===== src/rtl/cmd_shift_pkg.sv =====
package cmd_shift_pkg;

    typedef enum logic [1:0] {
        CMD_KEEP  = 2'b00,
        CMD_RIGHT = 2'b01,
        CMD_LEFT  = 2'b10,
        CMD_CLEAR = 2'b11
    } shift_cmd_t;

    typedef enum logic [2:0] {
        ACT_RESET,
        ACT_IDLE,
        ACT_LOAD,
        ACT_KEEP,
        ACT_RIGHT,
        ACT_LEFT,
        ACT_CLEAR
    } shift_act_t;

endpackage


===== src/rtl/cmd_shift_decode.sv =====
module cmd_shift_decode
    import cmd_shift_pkg::*;
(
    input  logic       rst,
    input  logic       en,
    input  logic       ld,
    input  logic [1:0] cmd,
    output shift_act_t act
);

    always_comb begin
        if (rst) begin
            act = ACT_RESET;
        end else if (!en) begin
            act = ACT_IDLE;
        end else if (ld) begin
            act = ACT_LOAD;
        end else begin
            unique case (shift_cmd_t'(cmd))
                CMD_KEEP:  act = ACT_KEEP;
                CMD_RIGHT: act = ACT_RIGHT;
                CMD_LEFT:  act = ACT_LEFT;
                CMD_CLEAR: act = ACT_CLEAR;
                default:   act = ACT_KEEP;
            endcase
        end
    end

endmodule


===== src/rtl/cmd_shift_next.sv =====
module cmd_shift_next
    import cmd_shift_pkg::*;
#(
    parameter int WIDTH = 4
) (
    input  shift_act_t       act,
    input  logic [WIDTH-1:0] cur,
    input  logic [WIDTH-1:0] ld_word,
    output logic [WIDTH-1:0] nxt
);

    localparam int TOP = WIDTH - 1;

    logic [WIDTH-1:0] to_lsb;
    logic [WIDTH-1:0] to_msb;

    for (genvar i = 0; i < WIDTH; i++) begin : g_bit
        if (i == TOP) begin : g_top
            assign to_lsb[i] = 1'b0;
        end else begin : g_low
            assign to_lsb[i] = cur[i+1];
        end
        if (i == 0) begin : g_zero
            assign to_msb[i] = 1'b0;
        end else begin : g_high
            assign to_msb[i] = cur[i-1];
        end
    end

    always_comb begin
        unique case (act)
            ACT_RESET: nxt = '0;
            ACT_IDLE:  nxt = cur;
            ACT_LOAD:  nxt = ld_word;
            ACT_KEEP:  nxt = cur;
            ACT_RIGHT: nxt = to_lsb;
            ACT_LEFT:  nxt = to_msb;
            ACT_CLEAR: nxt = '0;
            default:   nxt = cur;
        endcase
    end

endmodule


===== src/rtl/cmd_shift_reg.sv =====
module cmd_shift_reg
    import cmd_shift_pkg::*;
#(
    parameter int WIDTH = 4
) (
    input  logic             clk,
    input  logic             rst,
    input  logic             en,
    input  logic             ld,
    input  logic [WIDTH-1:0] ld_word,
    input  logic [1:0]       cmd,
    output logic [WIDTH-1:0] word_q,
    output logic             spill_lsb,
    output logic             spill_msb
);

    localparam int TOP = WIDTH - 1;

    shift_act_t       act;
    logic [WIDTH-1:0] nxt;

    cmd_shift_decode u_dec (
        .rst (rst),
        .en  (en),
        .ld  (ld),
        .cmd (cmd),
        .act (act)
    );

    cmd_shift_next #(.WIDTH(WIDTH)) u_nxt (
        .act     (act),
        .cur     (word_q),
        .ld_word (ld_word),
        .nxt     (nxt)
    );

    always_ff @(posedge clk) begin
        word_q <= nxt;
    end

    always_comb begin
        spill_lsb = 1'b0;
        spill_msb = 1'b0;
        unique case (act)
            ACT_RIGHT: spill_lsb = word_q[0];
            ACT_LEFT:  spill_msb = word_q[TOP];
            default: begin
                spill_lsb = 1'b0;
                spill_msb = 1'b0;
            end
        endcase
    end

endmodule


===== config.mk =====
export PLATFORM = sky130hd
export DESIGN_NAME = cmd_shift_reg
export DESIGN_NICKNAME = d
export VERILOG_FILES = /design/src/rtl/cmd_shift_pkg.sv /design/src/rtl/cmd_shift_decode.sv /design/src/rtl/cmd_shift_next.sv /design/src/rtl/cmd_shift_reg.sv
export SDC_FILE = /design/constraint.sdc
export NUM_CORES = 1
export LEC_CHECK = 0
export BUFFER_PORTS_ARGS = -buffer_cell sky130_fd_sc_hd__buf_2
export CAP_MARGIN = 10
export CELL_PAD_IN_SITES_DETAIL_PLACEMENT = 2
export CELL_PAD_IN_SITES_GLOBAL_PLACEMENT = 2
export CORE_MARGIN = 1.5
export CORE_UTILIZATION = 25
export DETAILED_ROUTE_END_ITERATION = 10
export PLACE_DENSITY = 0.73
export SLEW_MARGIN = 20
export SYNTH_ARGS = -nofsm -noshare
export SYNTH_HDL_FRONTEND = slang
export SYNTH_HIERARCHICAL = 1
export SYNTH_SLANG_ARGS = --single-unit

===== constraint.sdc =====
create_clock -name clk -period 3.5 [get_ports clk]
set_input_delay 0 -clock clk [delete_from_list [all_inputs] [get_ports clk]]
set_output_delay 0 -clock clk [all_outputs]
set_load 0.02 [all_outputs]

==> metrics.md, run 1 <==
| Metric | Value |
|---|---|
| Arrival time worst endpoint | `1.67 ns` |
| Maximum fanout along the worst path | `8` |
| Worst hold-check path type | `in2reg` |
| Quantity of I/O buffers inserted on ports | `15` |
| YS warnings | `6` |
| Worst voltage drop across the vdd grid | `0.000176 V` |
| Finish-stage setup viols | `0` |
| Outcome | `completed` |
| Leakage power summed over all cells | `0.210 nW` |
| Io pins | `16` |
| Growth of design area from synthesis to finish | `31.2%` |
| Sort of element at the end of the critical path | `output port` |
| Setup TNS | `0 ns` |
| Fin crit share | `roughly 48%` |
| Worst slew margin relative to its limit | `32.8%` |
| Inserted Clock Buffers | `3` |
| Measured slew at the worst slew-check pin | `approximately 1 ns` |
| Max-capacitance violation count | `0` |
| Number of antenna cells inserted | `0` |
| Total half-perimeter wirelength after legalization and detailed placement | `667 um` |
| Std-Cell Core Area | `0.00128 mm^2` |
| Max FFs per register | `4` |
| CTS Root Buffer Type | `sky130_fd_sc_hd__clkbuf_4` |
| Largest Register | `word_q` |
| Netlist area before placement | `roughly 340 um^2` |
| First-pass GRT wire length | `approximately 1400 um` |
| Fraction of final layout cells with drive strength greater than 1 | `42.6%` |
| Routability cong. | `approximately 0.69` |
| Std-Cell Rows | `13` |
| Initial DRT Pass Iterations | `2` |
| Via count of the first global-routing pass | `322` |
| Overall power of the completed layout | `approximately 150 uW` |
| Fillers | `159` |
| Number of cells in the finished layout apart from fillers | `69` |
| Horizontal extent of the die | `a little under 40 um` |
| All-Layer GR Usage | `between 10% and 20%` |
| Total of cells resized after clock tree synthesis | `0` |
| Leading cell type in the layout, fill and taps excluded | `sky130_fd_sc_hd__buf_2` |
| Placed cell areas | `419 um^2` |
| Sum of overflow across all layers after global routing | `0` |
| Post-route standard cell area excluding fillers | `442 um^2` |
| Nets | `around 70` |
| Post-route DRC violation count | `0` |
| Type of the worst setup path | `in2out` |
| H-Tree Depth | `1` |
| Antenna violations before repair | `0` |
| Setup Skew | `~0.007 ns` |
| CTS Hold Bufs | `0` |
| Post-route ant nets | `0` |
| Most used cells in the layout excluding fill and tap cells | `sky130_fd_sc_hd__buf_2 (15), sky130_fd_sc_hd__inv_1 (4), sky130_fd_sc_hd__dfxtp_1 (4), sky130_fd_sc_hd__clkbuf_4 (3), sky130_fd_sc_hd__a22oi_1 (3)` |
| Count of pins over their slew limit | `0` |
| Sequential fraction of the synthesis area | `between 20% and 30%` |
| Required time at the worst-slack endpoint | `3.50 ns` |
| Largest regs | `word_q x4` |
| Post-synthesis instance total | `37` |
| FMAX | `0.600 GHz` |
| Number of setup buffers added after CTS | `0` |
| Largest net degree at the start of global routing | `16` |
| Effective utilization at floorplan | `26.2%` |
| Die footprint | `between 0.0015 and 0.002 mm^2` |
| WL final | `approximately 850 um` |
| TritonCTS clock tree | `done` |
| Post-synth net total | `49` |
| Final critical-path required period | `1.67 ns` |
| Maximum buffer depth of the clock tree | `2` |
| Insertion delay of the later-clocked pin in the worst-skew pair | `0.23 ns` |
| DR vias | `347` |
| Setup crit start kind | `input pin` |
| Distinct cell type count of the synthesized netlist | `24` |
| Hold violation total from the final report | `0` |
| Routed vias/inst | `5.03` |
| Post-Synthesis Mean Instance Area | `9.10 um^2` |
| Starting DRC count in detailed routing | `1` |
| Clock-pin transition on the worst setup and hold timing paths | `approximately 0.040 ns` |
| Placed Cells | `66` |
| Flip-flop and latch count after synthesis | `4` |
| RSZ-0062 raised after global routing | `no` |
| Power density normalized to cell area | `342 mW/mm^2` |
| Total clock sinks | `4` |
| Final routed wire length divided by cell count | `approximately 12 um` |
| Vertical die dimension | `39.7 um` |
## critical path, cell delays in order
cell and delay (ns):
sky130_fd_sc_hd__buf_2 0.08, sky130_fd_sc_hd__inv_1 0.04, sky130_fd_sc_hd__ha_1 0.21, sky130_fd_sc_hd__nor3_1 0.81, sky130_fd_sc_hd__and4b_2 0.37, sky130_fd_sc_hd__buf_2 0.16
## kinds of logic after synthesis
logic type      count (synthesis)  share of synthesized area [%]
compound gates                 15                           31.2
simple gates                   10                           26.8
buf+inv                         5                           7.81
flops                           4                           23.8
fa+ha+maj                       2                           7.43
mux                             1                           2.97
## metrics by stage
stage / util [%] / setup WS, ns / hold slack (ns)
after floorplan: - / 2.15 / 0.173
after global placement: 32.6 / 1.73 / 0.291
after detailed placement: 32.6 / 1.77 / 0.287
after CTS: 34.4 / 1.85 / 0.0440
after global routing: 34.4 / 1.73 / 0.0542
final: 34.4 / 1.83 / 0.0459
## path summary, 6_finish.rpt
kind,slack (ns),cells past startpoint,start,end
setup / recovery,1.83,6,cmd[0],spill_msb
hold / removal,0.05,3,ld_word[0],word_q[0]
setup reg to reg,2.41,3,word_q[3],word_q[2]
hold reg to reg,0.51,2,word_q[2],word_q[2]
## power by group
part           switching (mW)  total, mW  internal [mW]
clock                  0.0190     0.0574         0.0384
sequential            0.00400     0.0541         0.0501
combinational          0.0219     0.0394         0.0174
## area by class of cell
| class | count | area (um^2) | share of cell area, % |
|---|---|---|---|
| Multi-Input combinational cell | 28 | 230 | 52.1 |
| Tap cell | 15 | 18.8 | 4.25 |
| Timing Repair Buffer | 15 | 75.1 | 17.0 |
| Sequential cell | 4 | 80.1 | 18.1 |
| Inverter | 4 | 15.0 | 3.40 |
| Clock buffer | 3 | 22.5 | 5.10 |
## cell usage after synthesis
cell type                   count  area share (%)
sky130_fd_sc_hd__a21oi_1        2             3.0
sky130_fd_sc_hd__a21oi_2        1             2.6
sky130_fd_sc_hd__a22oi_1        3             6.7
sky130_fd_sc_hd__a31oi_1        2             3.7
sky130_fd_sc_hd__and2b_1        1             2.2
sky130_fd_sc_hd__and4b_2        1             3.3
sky130_fd_sc_hd__and4bb_2       1             3.7
sky130_fd_sc_hd__buf_6          1             3.3
sky130_fd_sc_hd__dfxtp_1        4              24
sky130_fd_sc_hd__ha_1           2             7.4
sky130_fd_sc_hd__inv_1          4             4.5
sky130_fd_sc_hd__mux2i_1        1             3.0
sky130_fd_sc_hd__nand2_1        1             1.1
sky130_fd_sc_hd__nand2b_4       2             8.2
sky130_fd_sc_hd__nand3_1        1             1.5
sky130_fd_sc_hd__nor3_1         1             1.5
sky130_fd_sc_hd__nor4bb_1       1             3.0
sky130_fd_sc_hd__o21ai_0        2             3.0
sky130_fd_sc_hd__o21ai_1        1             1.5
sky130_fd_sc_hd__o21bai_1       1             2.2
sky130_fd_sc_hd__o221a_1        1             3.3
sky130_fd_sc_hd__o221ai_1       1             2.6
sky130_fd_sc_hd__o2bb2ai_1      1             2.6
sky130_fd_sc_hd__or2b_1         1             2.2
## routing by layer
| layer | GRT usage (%) | up-vias | part of all wire (%) |
|---|---|---|---|
| li1 | - | 177 | - |
| met1 | 17.1 | 161 | 54 |
| met2 | 19.3 | 9 | 40 |
| met3 | 5.11 | 0 | 5.5 |
| met4 | 5.17 | 0 | 0 |
| met5 | 0 | - | 0 |
(Power assumes the default switching activity.)
==> inputs of run 2 (changes only) <==
--- a/config.mk
+++ b/config.mk
@@ -10,9 +10,9 @@
 export CELL_PAD_IN_SITES_DETAIL_PLACEMENT = 2
 export CELL_PAD_IN_SITES_GLOBAL_PLACEMENT = 2
 export CORE_MARGIN = 1.5
-export CORE_UTILIZATION = 25
+export CORE_UTILIZATION = 23
 export DETAILED_ROUTE_END_ITERATION = 10
-export PLACE_DENSITY = 0.73
+export PLACE_DENSITY = 0.68
 export SLEW_MARGIN = 20
 export SYNTH_ARGS = -nofsm -noshare
 export SYNTH_HDL_FRONTEND = slang
==> constraint.sdc (replaced) <==
create_clock -name clk -period 1.6 [get_ports clk]
set_input_delay 0 -clock clk [delete_from_list [all_inputs] [get_ports clk]]
set_output_delay 0 -clock clk [all_outputs]
set_load 0.02 [all_outputs]
==> run 2 against run 1 <==
Worst setup slack worse by 1.5 ns. Via count is 3.7% higher. Count of clock-buffer cells in the layout stayed put. Global-route usage is 2.5 points higher. Clock power is 120% higher. Worst hold slack better by 0.0055 ns. Utilization is 0.43 points higher. Cell area is 5.1% higher.
==> metrics.md, run 2 (same netlist as run 1, synthesis figures left out) <==
| Metric | Value |
|---|---|
| WL final | `~1100 um` |
| Quantity of I/O buffers inserted on ports | `15` |
| Internal | `237 uW` |
| Final critical-path required period | `1.27 ns` |
| RSZ-0062 raised after global routing | `no` |
| Overall power of the completed layout | `338 uW` |
| Power density normalized to cell area | `729 mW/mm^2` |
| Sort of element at the end of the critical path | `output port` |
| Clock network fraction of total power | `about 37%` |
| Arrival time worst endpoint | `1.27 ns` |
| Total of cells resized after clock tree synthesis | `0` |
| Std-Cell Rows | `13` |
| Clock-pin transition on the worst setup and hold timing paths | `0.04 ns` |
| Total clock sinks | `4` |
| Worst voltage drop across the vdd grid | `approximately 0.00028 V` |
| Io pins | `16` |
| Fraction of final layout cells with drive strength greater than 1 | `45.6%` |
| Max-capacitance violation count | `0` |
| Worst Reg2Reg Path Length in Cells | `3` |
| Sw Share | `30.1%` |
| Most used cells in the layout excluding fill and tap cells | `sky130_fd_sc_hd__buf_2 (15), sky130_fd_sc_hd__inv_1 (4), sky130_fd_sc_hd__dfxtp_1 (4)` |
| Horizontal extent of the die | `41.3 um` |
| Setup crit start kind | `input pin` |
| Starting DRC count in detailed routing | `3` |
| Growth of design area from synthesis to finish | `37.9%` |
| Std-Cell Core Area | `about 0.0013 mm^2` |
| Hold violation total from the final report | `0` |
| Number of setup buffers added after CTS | `0` |
| Initial DRT Pass Iterations | `2` |
| Nets | `71` |
| Placement-stage worst setup slack | `0.220 ns` |
| Largest regs | `word_q x4` |
| Hold Worst Slack | `around 0.051 ns` |
| Measured slew at the worst slew-check pin | `0.257 ns` |
| Maximum buffer depth of the clock tree | `2` |
| Hold Crit Depth | `3` |
| Die footprint | `between 0.0015 and 0.002 mm^2` |
| Setup Skew | `0.00278 ns` |
| Insertion delay of the later-clocked pin in the worst-skew pair | `approximately 0.23 ns` |
| Number of antenna cells inserted | `0` |
| Routed vias/inst | `around 5.0` |
| Outcome | `completed` |
| Inserted Clock Buffers | `3` |
| Leakage power summed over all cells | `0.225 nW` |
| Post-route ant nets | `0` |
| Final worst setup slack | `0.334 ns` |
| Startpoint of the worst hold path | `ld_word[0]` |
| Vertical die dimension | `41.3 um` |
| Max FFs per register | `4` |
| Total half-perimeter wirelength after legalization and detailed placement | `827 um` |
| TritonCTS clock tree | `done` |
| Finish-stage setup viols | `0` |
| Routability cong. | `0.771` |
| Final routed wire length divided by cell count | `14.8 um` |
| Worst slew margin relative to its limit | `82.7%` |
| Required time at the worst-slack endpoint | `1.60 ns` |
| CTS Root Buffer Type | `sky130_fd_sc_hd__clkbuf_4` |
| Switching power summed over all nets | `102 uW` |
| Hold Path Sink | `word_q[0]` |
| Count of pins over their slew limit | `0` |
| Largest Register | `word_q` |
| Sum of overflow across all layers after global routing | `0` |
| All-Layer GR Usage | `15.8%` |
| First-pass GRT wire length | `1700 um` |
| Maximum fanout along the worst path | `11` |
| Worst hold-check path type | `in2reg` |
| Worst flop-to-flop path endpoint | `word_q[2]` |
| Portion of total power attributed to combinational logic | `28.3%` |
| Via count of the first global-routing pass | `between 400 and 500` |
| Post-route DRC violation count | `0` |
| H-Tree Depth | `1` |
| Effective utilization at floorplan | `between 20 and 30%` |
| Fin crit share | `roughly four fifths` |
| Reg2reg setup slack | `a little under 0.5 ns` |
| Leading cell type in the layout, fill and taps excluded | `sky130_fd_sc_hd__buf_2` |
| Antenna violations before repair | `0` |
| DR vias | `360` |
| Part of the power in registers | `35.0%` |
| Setup TNS | `0 ns` |
| CTS Hold Bufs | `0` |
| Largest net degree at the start of global routing | `12` |
| R2r startpoint | `word_q[3]` |
| Type of the worst setup path | `in2out` |
| FMAX | `0.790 GHz` |
==> run 2: cell count changes in the layout (fill, tap and decap cells not counted), sizes merged <==
cell / previous run / this run
buf: 15 / 18
==> run 2: layout make-up <==
cell class	instances	area (um^2)
clock buffers	3	22.5
fillers	163	870
inverters	4	15.0
multi-input cells	28	230
flip-flops and latches	4	80.1
well taps	15	18.8
repair buffers	18	97.6
==> run 2: worst max-delay path: stages <==
cell,delay [ns]
sky130_fd_sc_hd__buf_2,0.10
sky130_fd_sc_hd__inv_1,0.08
sky130_fd_sc_hd__ha_1,0.18
sky130_fd_sc_hd__o21bai_1,0.08
sky130_fd_sc_hd__a21oi_2,0.23
sky130_fd_sc_hd__buf_4,0.21
sky130_fd_sc_hd__and4bb_2,0.23
sky130_fd_sc_hd__buf_2,0.15
==> run 2: how the worst max path moves through the flow <==
stage	endpoint	slack, ns	startpoint
floorplan	word_q[2]	0.25	cmd[0]
global placement	word_q[2]	0.32	cmd[0]
detailed placement	word_q[2]	0.22	cmd[0]
CTS	spill_lsb	0.31	cmd[0]
global route	spill_lsb	0.20	cmd[0]
finish	spill_lsb	0.33	cmd[0]
==> run 2: routing by layer <==
| metal | vias up | global-route usage (%) | part of all wire (%) |
|---|---|---|---|
| met5 | - | 0 | 0 |
| met4 | 0 | 7.26 | 0 |
| met3 | 0 | 5.43 | 6.9 |
| met2 | 12 | 27.7 | 50 |
| met1 | 167 | 16.6 | 43 |
| li1 | 181 | - | - |
==> run 2: power by group through the flow <==
| stage | registers, mW | clock network (mW) | logic [mW] |
|---|---|---|---|
| 2_1_floorplan | 0.130 | 0 | 0.0475 |
| 3_3_place_gp | 0.120 | 0 | 0.0904 |
| 3_5_place_dp | 0.121 | 0 | 0.0960 |
| 4_1_cts | 0.119 | 0.134 | 0.0971 |
| 5_1_grt | 0.120 | 0.141 | 0.106 |
| 6_report | 0.118 | 0.124 | 0.0957 |
==> run 2: metrics by stage <==
stage	std cells	area (um^2)	utilization, %
floorplan	37	337	-
global placement	69	442	33.1
detailed placement	69	442	33.1
CTS	72	464	34.8
global route	72	464	34.8
finish	72	464	34.8
==> inputs of run 3 (changes only) <==
--- a/config.mk
+++ b/config.mk
@@ -10,9 +10,9 @@
 export CELL_PAD_IN_SITES_DETAIL_PLACEMENT = 2
 export CELL_PAD_IN_SITES_GLOBAL_PLACEMENT = 2
 export CORE_MARGIN = 1.5
-export CORE_UTILIZATION = 23
+export CORE_UTILIZATION = 21
 export DETAILED_ROUTE_END_ITERATION = 10
-export PLACE_DENSITY = 0.68
+export PLACE_DENSITY = 0.66
 export SLEW_MARGIN = 20
 export SYNTH_ARGS = -nofsm -noshare
 export SYNTH_HDL_FRONTEND = slang
==> constraint.sdc (replaced) <==
create_clock -name clk -period 1.1 [get_ports clk]
set_input_delay 0 -clock clk [delete_from_list [all_inputs] [get_ports clk]]
set_output_delay 0 -clock clk [all_outputs]
set_load 0.02 [all_outputs]
==> run 3 against run 2 <==
The run now ends with negative setup slack left. Non-clock buffer count up 13. Largest power group is now combinational cells. Global-route usage down 1.2 points. Highest routed layer is now met4. Clock power up 45%. Final cell count up 19%. Register-to-register slack worse by 0.37 ns. Die area up 8.8%. Via count up 21%. Sequential power up 45%. Count of clock-buffer cells in the layout unchanged. Combinational power up 140%. Largest cell class unchanged. First-iteration DRC count unchanged.
==> metrics.md, run 3 (same netlist as run 1, synthesis figures left out) <==
| Metric | Value |
|---|---|
| Nets | `84` |
| Fraction of final layout cells with drive strength greater than 1 | `70.0%` |
| First-pass GRT wire length | `between 2000 and 2500 um` |
| Fin crit share | `100%` |
| WL final | `1280 um` |
| Placed cell areas | `523 um^2` |
| Critical path's most frequent cell | `sky130_fd_sc_hd__buf_6` |
| Final critical-path required period | `1.10 ns` |
| R2r startpoint | `word_q[3]` |
| Hold Crit Depth | `3` |
| Portion of total power attributed to combinational logic | `39.2%` |
| Reg2reg setup slack | `0.12 ns` |
| Post-route ant nets | `0` |
| CTS Root Buffer Type | `sky130_fd_sc_hd__clkbuf_4` |
| Effective utilization at floorplan | `22.3%` |
| Cell type group with the largest total delay on the critical path | `buffers and inverters` |
| Hold violation total from the final report | `0` |
| Routability cong. | `0.707` |
| Growth of design area from synthesis to finish | `105%` |
| Std-Cell Rows | `14` |
| Max FFs per register | `4` |
| Required time at the worst-slack endpoint | `1.10 ns` |
| Violated checks | `negative setup slack` |
| Hold Worst Slack | `0.0590 ns` |
| Finish-stage setup viols | `1` |
| Vertical die dimension | `43.0 um` |
| Overall power of the completed layout | `577 uW` |
| Placed Cells | `between 70 and 80` |
| Total half-perimeter wirelength after legalization and detailed placement | `between 800 and 900 um` |
| Final worst setup slack | `-0.00301 ns` |
| Post-route DRC violation count | `0` |
| Number of antenna cells inserted | `0` |
| Total clock sinks | `4` |
| Worst Reg2Reg Path Length in Cells | `3` |
| Switching power summed over all nets | `176 uW` |
| Inserted Clock Buffers | `3` |
| Worst flop-to-flop path endpoint | `word_q[2]` |
| Finished Core Util | `between 40 and 50%` |
| Insertion delay of the later-clocked pin in the worst-skew pair | `0.23 ns` |
| Fillers | `~170` |
| Initial DRT Pass Iterations | `2` |
| CTS Hold Bufs | `0` |
| Arrival time worst endpoint | `between 1 and 1.5 ns` |
| Largest net degree at the start of global routing | `11` |
| FMAX | `between 0.9 and 1 GHz` |
| Quantity of I/O buffers inserted on ports | `15` |
| Maximum buffer depth of the clock tree | `2` |
| CP max stage cell | `sky130_fd_sc_hd__and4bb_2` |
| Hold Path Sink | `word_q[0]` |
| Post-route standard cell area excluding fillers | `between 600 and 700 um^2` |
| Leading cell type in the layout, fill and taps excluded | `sky130_fd_sc_hd__buf_4` |
| Internal | `402 uW` |
| Total number of cells along the worst setup path | `8` |
| Max-capacitance violation count | `0` |
| Measured slew at the worst slew-check pin | `0.239 ns` |
| Clock network fraction of total power | `31.2%` |
| Largest Register | `word_q` |
| Sw Share | `between 30% and 40%` |
| Via count of the first global-routing pass | `451` |
| Maximum fanout along the worst path | `3` |
| TritonCTS clock tree | `done` |
| Sequence of cells on the critical path | `buf_8 > inv_4 > ha_4 > buf_6 > nor3_4 > buf_4 > and4bb_2 > buf_6` |
| All-Layer GR Usage | `14.6%` |
| H-Tree Depth | `1` |
| Footprint of the multi-input gates | `302 um^2` |
| Clock-pin transition on the worst setup and hold timing paths | `0.04 ns` |
| Maximum single-stage delay on the critical path | `0.23 ns` |
| Type of the worst setup path | `in2out` |
| Horizontal extent of the die | `43.0 um` |
| Routed vias/inst | `a little over 5` |
| Outcome | `finished, violations left` |
| Count of pins over their slew limit | `0` |
| Setup crit start kind | `input pin` |
| Worst voltage drop across the vdd grid | `0.000291 V` |
| Startpoint of the worst hold path | `ld_word[0]` |
| Power density normalized to cell area | `838 mW/mm^2` |
| Worst hold-check path type | `in2reg` |
| Worst slew margin relative to its limit | `around 84%` |
| Area taken by flip-flops and latches | `~80 um^2` |
| Part of the power in registers | `around 30%` |
| Most used cells in the layout excluding fill and tap cells | `sky130_fd_sc_hd__buf_4 (12), sky130_fd_sc_hd__buf_2 (11), sky130_fd_sc_hd__buf_6 (6), sky130_fd_sc_hd__dfxtp_1 (4), sky130_fd_sc_hd__clkbuf_4 (3)` |
| Die footprint | `0.00185 mm^2` |
| Largest regs | `word_q x4` |
| Starting DRC count in detailed routing | `3` |
| Final routed wire length divided by cell count | `14.9 um` |
| Number of cells in the finished layout apart from fillers | `86` |
| Count of buffering cells on the critical path with inverters included | `5` |
| Antenna violations before repair | `0` |
| Leakage power summed over all cells | `0.306 nW` |
| Sum of overflow across all layers after global routing | `0` |
| DR vias | `434` |
| RSZ-0062 raised after global routing | `yes` |
| Sort of element at the end of the critical path | `output port` |
| Std-Cell Core Area | `0.00151 mm^2` |
| Io pins | `16` |
| Setup Skew | `between 0.0007 and 0.0008 ns` |
## run 3: worst max-delay path by stage
stage,to,startpoint,slack [ns]
3_5_place_dp,word_q[1],cmd[0],-0.29
5_1_grt,spill_lsb,cmd[1],-0.06
3_3_place_gp,word_q[1],cmd[0],-0.21
4_1_cts,word_q[2],cmd[0],-0.06
6_report,spill_lsb,cmd[1],-0.003
2_1_floorplan,word_q[2],word_q[3],-0.02
## run 3: what timing repair did
| action | 4_1_cts | 5_1_grt |
|---|---|---|
| setup buffers | 5 | 1 |
| resized for setup | 14 | 8 |
| pin swaps | 8 | 4 |
| cloned | 0 | 0 |
| endpoints found under the setup margin | 4 | 6 |
## run 3: per-layer routing
layer / GRT usage, % / part of all wire (%)
met4: 5.45 / 0.70
met5: 0 / 0
met3: 3.83 / 3.0
met1: 17.9 / 43
met2: 24.2 / 53
## run 3: worst reg2reg max path, stage by stage (launching register included)
cell	delay, ns
sky130_fd_sc_hd__dfxtp_1	0.31
sky130_fd_sc_hd__or2b_1	0.22
sky130_fd_sc_hd__o221a_1	0.23
sky130_fd_sc_hd__a31oi_1	0.13
## run 3: layout make-up
type,instances,share of cell area [%]
clock buffers,3,3.27
inverters,4,3.27
multi-input cells,28,43.7
flip-flops and latches,4,11.6
well taps,16,2.90
repair buffers,31,35.2
## run 3: power by group through the flow
| stage | Clock, mW | Sequential (mW) | Combinational [mW] |
|---|---|---|---|
| 6_report | 0.180 | 0.171 | 0.226 |
| 5_1_grt | 0.210 | 0.173 | 0.242 |
| 4_1_cts | 0.186 | 0.172 | 0.204 |
| 3_5_place_dp | 0 | 0.173 | 0.172 |
| 3_3_place_gp | 0 | 0.173 | 0.169 |
| 2_1_floorplan | 0 | 0.189 | 0.0802 |
## run 3: through the flow
| step | setup WS (ns) | setup TNS [ns] |
|---|---|---|
| 5_1_grt | -0.0590 | -0.110 |
| 6_report | -0.00301 | -0.00301 |
| 3_3_place_gp | -0.207 | -0.862 |
| 3_5_place_dp | -0.290 | -1.15 |
| 4_1_cts | -0.0605 | -0.105 |
| 2_1_floorplan | -0.0156 | -0.0156 |
